===== src/rtl/fps_pkg.sv =====
package fps_pkg;

  typedef enum logic [2:0] {
    ST_IDLE,
    ST_SETUP,
    ST_PULSE,
    ST_HOLD,
    ST_RELEASE,
    ST_DONE
  } seqState_t;

  typedef enum logic [1:0] {
    PH_SETUP,
    PH_PULSE,
    PH_HOLD,
    PH_RELEASE
  } phase_t;

  typedef enum logic [1:0] {
    PW_SHORT,
    PW_LONG,
    PW_EXTRA
  } pulseKind_t;

  // strobes from control to datapath
  typedef struct packed {
    logic   capture;    // latch the pulse-width class
    logic   load;       // reload the wait counter
    phase_t loadPhase;  // which wait length to load
  } dpStrobe_t;

endpackage


===== src/rtl/fps_pulse_select.sv =====
module fps_pulse_select
  import fps_pkg::*;
#(
  parameter int ITER_W     = 10,
  parameter int SHORT_LAST = 6
) (
  input  logic [ITER_W-1:0] iterCount,
  input  logic              extraMode,
  output pulseKind_t        kind
);

  localparam int ITER_LIMIT = (1 << ITER_W) - 1;

  logic isEarly;

  generate
    if (SHORT_LAST >= ITER_LIMIT) begin : g_all_early
      assign isEarly = 1'b1;
    end else begin : g_cmp
      localparam logic [ITER_W-1:0] LAST_EARLY = ITER_W'(SHORT_LAST);
      assign isEarly = (iterCount <= LAST_EARLY);
    end
  endgenerate

  always_comb begin
    if (extraMode)    kind = PW_EXTRA;
    else if (isEarly) kind = PW_SHORT;
    else              kind = PW_LONG;
  end

endmodule


===== src/rtl/fps_datapath.sv =====
module fps_datapath
  import fps_pkg::*;
#(
  parameter int ITER_W      = 10,
  parameter int SHORT_LAST  = 6,
  parameter int CYC_PER_US  = 50,
  parameter int SHORT_US    = 30,
  parameter int LONG_US     = 200,
  parameter int EXTRA_US    = 10,
  parameter int SETUP_CYC   = 250,
  parameter int HOLD_CYC    = 250,
  parameter int RELEASE_CYC = 250
) (
  input  logic              clk,
  input  logic              rst,
  input  dpStrobe_t         strobe,
  input  logic [ITER_W-1:0] iterCount,
  input  logic              extraMode,
  output logic              expired
);

  localparam int SHORT_CYC = SHORT_US * CYC_PER_US;
  localparam int LONG_CYC  = LONG_US  * CYC_PER_US;
  localparam int EXTRA_CYC = EXTRA_US * CYC_PER_US;
  localparam int MAX_A     = (SHORT_CYC > LONG_CYC) ? SHORT_CYC : LONG_CYC;
  localparam int MAX_B     = (EXTRA_CYC > SETUP_CYC) ? EXTRA_CYC : SETUP_CYC;
  localparam int MAX_C     = (HOLD_CYC > RELEASE_CYC) ? HOLD_CYC : RELEASE_CYC;
  localparam int MAX_AB    = (MAX_A > MAX_B) ? MAX_A : MAX_B;
  localparam int MAX_CYC   = (MAX_AB > MAX_C) ? MAX_AB : MAX_C;
  localparam int CNT_W     = $clog2(MAX_CYC + 1);

  localparam logic [CNT_W-1:0] SHORT_LD   = CNT_W'(SHORT_CYC - 1);
  localparam logic [CNT_W-1:0] LONG_LD    = CNT_W'(LONG_CYC - 1);
  localparam logic [CNT_W-1:0] EXTRA_LD   = CNT_W'(EXTRA_CYC - 1);
  localparam logic [CNT_W-1:0] SETUP_LD   = CNT_W'(SETUP_CYC - 1);
  localparam logic [CNT_W-1:0] HOLD_LD    = CNT_W'(HOLD_CYC - 1);
  localparam logic [CNT_W-1:0] RELEASE_LD = CNT_W'(RELEASE_CYC - 1);

  pulseKind_t       kindNow;
  pulseKind_t       kindHeld;
  logic [CNT_W-1:0] pulseLoad;
  logic [CNT_W-1:0] loadValue;
  logic [CNT_W-1:0] remaining;

  fps_pulse_select #(
    .ITER_W     (ITER_W),
    .SHORT_LAST (SHORT_LAST)
  ) u_select (
    .iterCount (iterCount),
    .extraMode (extraMode),
    .kind      (kindNow)
  );

  // width class is frozen at the accepted start
  always_ff @(posedge clk) begin
    if (rst)                 kindHeld <= PW_SHORT;
    else if (strobe.capture) kindHeld <= kindNow;
  end

  always_comb begin
    unique case (kindHeld)
      PW_LONG:  pulseLoad = LONG_LD;
      PW_EXTRA: pulseLoad = EXTRA_LD;
      default:  pulseLoad = SHORT_LD;
    endcase
  end

  always_comb begin
    unique case (strobe.loadPhase)
      PH_PULSE:   loadValue = pulseLoad;
      PH_HOLD:    loadValue = HOLD_LD;
      PH_RELEASE: loadValue = RELEASE_LD;
      default:    loadValue = SETUP_LD;
    endcase
  end

  always_ff @(posedge clk) begin
    if (rst)                   remaining <= '0;
    else if (strobe.load)      remaining <= loadValue;
    else if (remaining != '0)  remaining <= remaining - 1'b1;
  end

  assign expired = (remaining == '0);

endmodule


===== src/rtl/fps_ctrl.sv =====
module fps_ctrl
  import fps_pkg::*;
(
  input  logic      clk,
  input  logic      rst,
  input  logic      startPulse,
  input  logic      expired,
  output dpStrobe_t strobe,
  output logic      wdtEnable,
  output logic      setupBit,
  output logic      progBit,
  output logic      busy,
  output logic      done
);

  seqState_t state, nextState;

  always_ff @(posedge clk) begin
    if (rst) state <= ST_IDLE;
    else     state <= nextState;
  end

  always_comb begin
    nextState        = state;
    strobe.capture   = 1'b0;
    strobe.load      = 1'b0;
    strobe.loadPhase = PH_SETUP;
    unique case (state)
      ST_IDLE: if (startPulse) begin
        nextState      = ST_SETUP;
        strobe.capture = 1'b1;
        strobe.load    = 1'b1;
      end
      ST_SETUP: if (expired) begin
        nextState        = ST_PULSE;
        strobe.load      = 1'b1;
        strobe.loadPhase = PH_PULSE;
      end
      ST_PULSE: if (expired) begin
        nextState        = ST_HOLD;
        strobe.load      = 1'b1;
        strobe.loadPhase = PH_HOLD;
      end
      ST_HOLD: if (expired) begin
        nextState        = ST_RELEASE;
        strobe.load      = 1'b1;
        strobe.loadPhase = PH_RELEASE;
      end
      ST_RELEASE: if (expired) nextState = ST_DONE;
      ST_DONE:    nextState = ST_IDLE;
      default:    nextState = ST_IDLE;
    endcase
  end

  always_comb begin
    wdtEnable = (state == ST_SETUP) || (state == ST_PULSE) ||
                (state == ST_HOLD)  || (state == ST_RELEASE);
    setupBit  = (state == ST_SETUP) || (state == ST_PULSE) || (state == ST_HOLD);
    progBit   = (state == ST_PULSE);
    busy      = (state != ST_IDLE);
    done      = (state == ST_DONE);
  end

endmodule


===== src/rtl/flash_pulse_sequencer.sv =====
module flash_pulse_sequencer
  import fps_pkg::*;
#(
  parameter int ITER_W      = 10,
  parameter int SHORT_LAST  = 6,
  parameter int CYC_PER_US  = 50,
  parameter int SHORT_US    = 30,
  parameter int LONG_US     = 200,
  parameter int EXTRA_US    = 10,
  parameter int SETUP_CYC   = 250,
  parameter int HOLD_CYC    = 250,
  parameter int RELEASE_CYC = 250
) (
  input  logic              clk,
  input  logic              rst,
  input  logic              startPulse,
  input  logic [ITER_W-1:0] iterCount,
  input  logic              extraMode,
  output logic              wdtEnable,
  output logic              setupBit,
  output logic              progBit,
  output logic              busy,
  output logic              done
);

  dpStrobe_t strobe;
  logic      expired;

  fps_ctrl u_ctrl (
    .clk        (clk),
    .rst        (rst),
    .startPulse (startPulse),
    .expired    (expired),
    .strobe     (strobe),
    .wdtEnable  (wdtEnable),
    .setupBit   (setupBit),
    .progBit    (progBit),
    .busy       (busy),
    .done       (done)
  );

  fps_datapath #(
    .ITER_W      (ITER_W),
    .SHORT_LAST  (SHORT_LAST),
    .CYC_PER_US  (CYC_PER_US),
    .SHORT_US    (SHORT_US),
    .LONG_US     (LONG_US),
    .EXTRA_US    (EXTRA_US),
    .SETUP_CYC   (SETUP_CYC),
    .HOLD_CYC    (HOLD_CYC),
    .RELEASE_CYC (RELEASE_CYC)
  ) u_dp (
    .clk       (clk),
    .rst       (rst),
    .strobe    (strobe),
    .iterCount (iterCount),
    .extraMode (extraMode),
    .expired   (expired)
  );

endmodule


===== config.mk =====
export PLATFORM = sky130hd
export DESIGN_NAME = flash_pulse_sequencer
export DESIGN_NICKNAME = d
export VERILOG_FILES = /design/src/rtl/fps_pkg.sv /design/src/rtl/fps_pulse_select.sv /design/src/rtl/fps_datapath.sv /design/src/rtl/fps_ctrl.sv /design/src/rtl/flash_pulse_sequencer.sv
export SDC_FILE = /design/constraint.sdc
export NUM_CORES = 1
export LEC_CHECK = 0
export BUFFER_PORTS_ARGS = -buffer_cell sky130_fd_sc_hd__clkbuf_2
export CORE_UTILIZATION = 48
export CTS_BUF_LIST = sky130_fd_sc_hd__clkbuf_16
export DETAILED_ROUTE_END_ITERATION = 8
export PLACE_DENSITY = 0.81
export SLEW_MARGIN = 20
export SYNTH_ARGS = -nofsm -noshare
export SYNTH_HDL_FRONTEND = slang
export SYNTH_SLANG_ARGS = --single-unit

===== constraint.sdc =====
create_clock -name clk -period 2.2 [get_ports clk]
set_input_delay 0.33 -clock clk [delete_from_list [all_inputs] [get_ports clk]]
set_output_delay 0.33 -clock clk [all_outputs]
set_load 0.005 [all_outputs]

[Word level (Yosys, flattened, before mapping)]
Index checks and enable logic that the tools add are counted.
Cells by class
  $add $sub $neg: 1
  $lt $le $gt $ge: 1
  equality and inequality tests: 13
  multiplexer cells: 19
  reductions and logical operators: 9
Operator list (number)
  14-bit two-way mux: 3
  14-bit one-hot mux with 2 select lines: 1
  3-bit two-way mux: 8
  3-bit one-hot mux with 5 select lines: 1
  14-bit zero test: 1
  14-bit nonzero test: 1
  14-bit by 1-bit subtractor with 14-bit output (second input constant): 1
  10-bit by 3-bit <= comparator with 1-bit output (second input constant): 1
  2-bit != test (second input constant): 4
  3-bit by 2-bit == test with 1-bit output (second input constant): 2
  3-bit == test (second input constant): 2
  2-bit one-hot mux with 3 select lines: 1
  5-bit AND reduction: 1
  2-bit by 1-bit == test with 1-bit output (second input constant): 2
  2-bit two-way mux: 2
  1-bit one-hot mux with 4 select lines: 1
  3-bit by 1-bit == test with 1-bit output (second input constant): 1
  3-bit zero test: 1
  1-bit logical OR: 3
  3-bit nonzero test: 1
  2-bit == test (second input constant): 1
  1-bit two-way mux: 2
  2-bit by 1-bit != test with 1-bit output (second input constant): 1
  2-bit nonzero test: 1
Storage, ports and cells
  flip-flop bits (word level): 19
  output and inout bits: 5
  logic and storage cells: 46

[Depth between registers and ports, before layout]
  depth after elaboration: 6
  depth in mapped cells: 8
  depth with buffers taken out: 7

[Modules after synthesis]
A second synthesis with hierarchy kept.
Unflattened totals
  cells, all modules: 139
  area, all modules: 1146.1 µm²
By module, submodules not included
  fps_datapath: times used 1, cells an instance 102, area each 880.8 µm², seq. area each 320.3 µm²
  fps_ctrl: times used 1, cells an instance 32, area each 235.2 µm², seq. area each 60.1 µm²
  fps_pulse_select: times used 1, cells an instance 5, area each 30.0 µm², seq. area each 0.0 µm²

[Worst setup path before layout]
Ideal clock, no wire load.
  kind: register to register
  start point: reg u_dp.remaining[0]
  end point: reg u_dp.remaining[4]
  library setup time: 0.101 ns
  data arrival time: 1.998 ns
  required time: 2.099 ns
  slack: 0.101 ns
  stages on the path, launching flop included: 8
  path buffers: 0
  period minus slack after synthesis: 2.099 ns
  path through: dfxtp_1 inv_1 ha_1 or3b_2 nor4_4 a21oi_2 or3b_1 o41ai_1
Between the ends
  cells in the longest elaborated chain, start to end: 6
  elaborated cells on any way between the ends: 13
  classes of those cells: add/sub: 1; eq/ne: 1; mux: 8; reduce/logical: 3
RTL lines
  from (decl): line fps_datapath.sv:43  | logic [CNT_W-1:0] remaining;
  from (signal assigned): line fps_datapath.sv:79  | else if (strobe.load) remaining <= loadValue;
  from (signal assigned): line fps_datapath.sv:80  | else if (remaining != '0) remaining <= remaining - 1'b1;
  14-bit zero test: line fps_datapath.sv:83  | assign expired = (remaining == '0);
  3-bit two-way mux, on equally long branches: line fps_ctrl.sv:44, fps_ctrl.sv:34, fps_ctrl.sv:39
  2-bit one-hot mux with 3 select lines: line fps_ctrl.sv:28  | unique case (state)
  2-bit by 1-bit == test with 1-bit output: line fps_datapath.sv:69  | unique case (strobe.loadPhase)
  14-bit two-way mux: line fps_datapath.sv:69
  14-bit two-way mux: line fps_datapath.sv:79
Parallel ways exist; a longest one is shown, timed or not. The select of a mux whose other input is x is not followed.
A chain may end at the register's enable or synchronous reset.

[Worst setup path after layout]
  start point: reg u_dp.remaining[6]
  end point: reg u_dp.remaining[4]
Same word-level chain as after synthesis.

==> impl_metrics.tcl <==
set metrics [dict create \
    post_drt_wl_per_cell_um 13.35 \
    drt-initial-drc-count 20 \
    setup_viol 0 \
    ant_nets 0 \
    fin_crit_ns 2.096 \
    die_height_um 48.71 \
    vdd_drop_max_v 0.0007439 \
    worst-slew-pin-transition_ns 0.4081 \
    arrival_ns 2.22 \
    grtUsageTotal_pct 20.93 \
    syn_inst 122 \
    fin_ws_ns 0.1043 \
    dp_hpwl_um 1683 \
    cts-htree-levels 1 \
    vias 987 \
    power_density_nw_per_um2 1167 \
    clkSlewWorstSetupHoldPaths_ns 0.05 \
    clkSinkCount 19 \
    antenna_found_initial 0 \
    synth_common_cells "dfxtp_1, nor2_1, nand2_1" \
    clk_path_buf_depth 2 \
    finalNonFillerCells 175 \
    synth-xor-area-share_pct 11.71 \
    grt_pass1_wl_um 3850 \
    cts_buffers 3 \
    num_rows 16 \
    synthSimpleGateAreaFrac_pct 31.06 \
    portBuffers 18 \
    cts_hold_buf 0 \
    crit_chain "or4_4 -> nor4_4 -> a21oi_2 -> or3b_1 -> o41ai_1" \
    synth_top_family_by_area "simple AND/OR/NAND/NOR gates" \
    grt_pass1_vias 930 \
    fin_crit_sh_pct 95.26 \
    place_ws_ns -0.1287 \
    maxCapViolCount 0 \
    syn_area_per_cell_um2 8.584 \
    leakagePower_nw 0.5326 \
    critPathLaunchType "flop" \
    syn_to_final_growth_pct 23.89 \
    cts_root_buf "clkbuf_16" \
    gp_congestion 0.8775 \
    drive_gt1_share_pct 24.32 \
    dieArea_um2 2373 \
    ys_seq_area_share_pct 36.32 \
    worst_skew_pair.late_latency_ns 0.25 \
    synth_cell_types 36 \
    fmax_ghz 0.4772 \
    fin_skew_ns 0.002104 \
    drt-pass1-iter-count 4 \
    drt_drc_violations_left 0 \
    synthesis.area_um2 1047 \
    synth.most_common_cell "dfxtp_1" \
    path_buf_inv 0 \
    end_kind "flop" \
    synthAdderAreaFrac_pct 2.389 \
    hold_viol_final 0 \
    ios 19 \
    core-area_um2 2002 \
    critical_path.top_delay_family "simple AND/OR/NAND/NOR gates" \
    die_w_um 48.71 \
    path_max_fanout 4 \
    grt_max_degree 20 \
    initial_core_util_pct 52.31 \
    cp.required_ns 2.33 \
    slew_viol_final 0 \
    cts_tree "yes" \
    crit_type "reg2reg" \
    nets 165 \
    synth-edff-count 0 \
    maxSlewHeadroom_pct 72.74 \
    status "complete, no violations" \
    synth_mux_area_share_pct 0.9558 \
    grt_overflow 0 \
    synth_nets 138 \
    routed_via_density 5.640 \
    cpPeakStageDelay_ns 0.59 \
    wirelength_um 2336 \
    async_reset_ff_share_pct 0 \
    synth_top_area_share_pct 36.32 \
    placedCellCount 167 \
    synthFlopType "dfxtp_1" \
    antenna_cells 0 \
    hp-class "in2reg" \
    ys_ff_latch 19 \
    yosysTopAreaCell "dfxtp_1" \
    synthTopCellsByArea "dfxtp_1, xnor2_1, xor2_1" \
    synth_compound_area_share_pct 14.34 \
    yosysWarningCount 0 \
    crit_slowest_cell "or4_4" \
    grt_setup_unrepaired "false" \
]
==> routing by layer <==
metal | wire (um) | track usage [%] | up-vias
met5 | 0 | 0 | -
met4 | 0 | 3.922 | 0
met3 | 179 | 5.975 | 0
met2 | 1139 | 35.19 | 49
met1 | 1017 | 26.65 | 445
li1 | - | - | 493
==> flip-flops by register name, summed over array words and instances (netlist names) <==
| name | flops |
|---|---|
| u_dp.kindHeld | 2 |
| u_dp.remaining | 14 |
| u_ctrl.state | 3 |
==> stage by stage <==
stage | area [um2] | hold WS (ns) | setup TNS, ns | util, % | power, mW
after floorplan | 1047 | 0.4395 | 0 | - | 0.9476
after global placement | 1186 | 0.4489 | 0 | 59.25 | 1.086
after detailed placement | 1186 | 0.4531 | -0.4350 | 59.25 | 1.102
after CTS | 1297 | 0.3199 | 0 | 64.81 | 1.507
after global routing | 1297 | 0.3225 | 0 | 64.81 | 1.609
final | 1297 | 0.3215 | 0 | 64.81 | 1.514
==> power by group <==
group | internal (mW) | total, mW | switching (mW)
Combinational | 0.312 | 0.639 | 0.327
Clock | 0.242 | 0.369 | 0.127
Sequential | 0.423 | 0.506 | 0.0835
Total | 0.976 | 1.51 | 0.538
==> layout make-up <==
type                            count  area [um2]
Clock buffer                        3       75.07
Timing Repair Buffer               27       157.7
Sequential cell                    19       380.4
Clock inverter                      1       3.754
Inverter                            3       11.26
Multi-Input combinational cell     95       635.6
Fill cell                         179       704.4
Tap cell                           27       33.78
==> worst reg2reg max path, delay by kind of cell (launching register included) <==
kind             cells  cell delay, ns
AND/OR/NAND/NOR      3            1.39
flip-flops           1            0.34
AO/OA/AOI/OAI        2            0.24
==> layout by cell type (no fill, tap or decap), types with 2 or more instances in the layout <==
| cell type | instances |
|---|---|
| dfxtp_1 | 19 |
| clkbuf_2 | 18 |
| nor2_1 | 10 |
| nand2_1 | 9 |
| buf_4 | 9 |
| or3_1 | 8 |
| xnor2_1 | 8 |
| a21oi_1 | 8 |
| nor3_1 | 7 |
| nor3b_1 | 6 |
| xor2_1 | 6 |
| inv_1 | 3 |
| o21ai_0 | 3 |
| nand3_1 | 3 |
| clkbuf_16 | 3 |
| nand4b_1 | 2 |
| a311oi_1 | 2 |
| o22ai_1 | 2 |
| nor4_1 | 2 |
| ha_1 | 2 |
==> final timing paths <==
kind / depth (start not counted) / slack, ns / endpoint / startpoint
setup / recovery: 5 / 0.10 / u_dp.remaining[4] / u_dp.remaining[6]
hold / removal: 3 / 0.32 / u_dp.kindHeld[1] / extraMode
setup reg to reg: 5 / 0.10 / u_dp.remaining[4] / u_dp.remaining[6]
hold reg to reg: 2 / 0.46 / u_dp.kindHeld[1] / u_dp.kindHeld[1]
==> kinds of logic after synthesis <==
family,Yosys count
buf+inv,8
xor+xnor,14
compound gates,23
fa+ha+maj,2
mux,1
simple gates,55
flops,19
==> repair_timing <==
action	CTS	global route
buffers inserted	4	0
endpoints found under the setup margin	5	9
gates resized for setup	1	1
pin swaps	2	1
(Power assumes the default switching activity.)
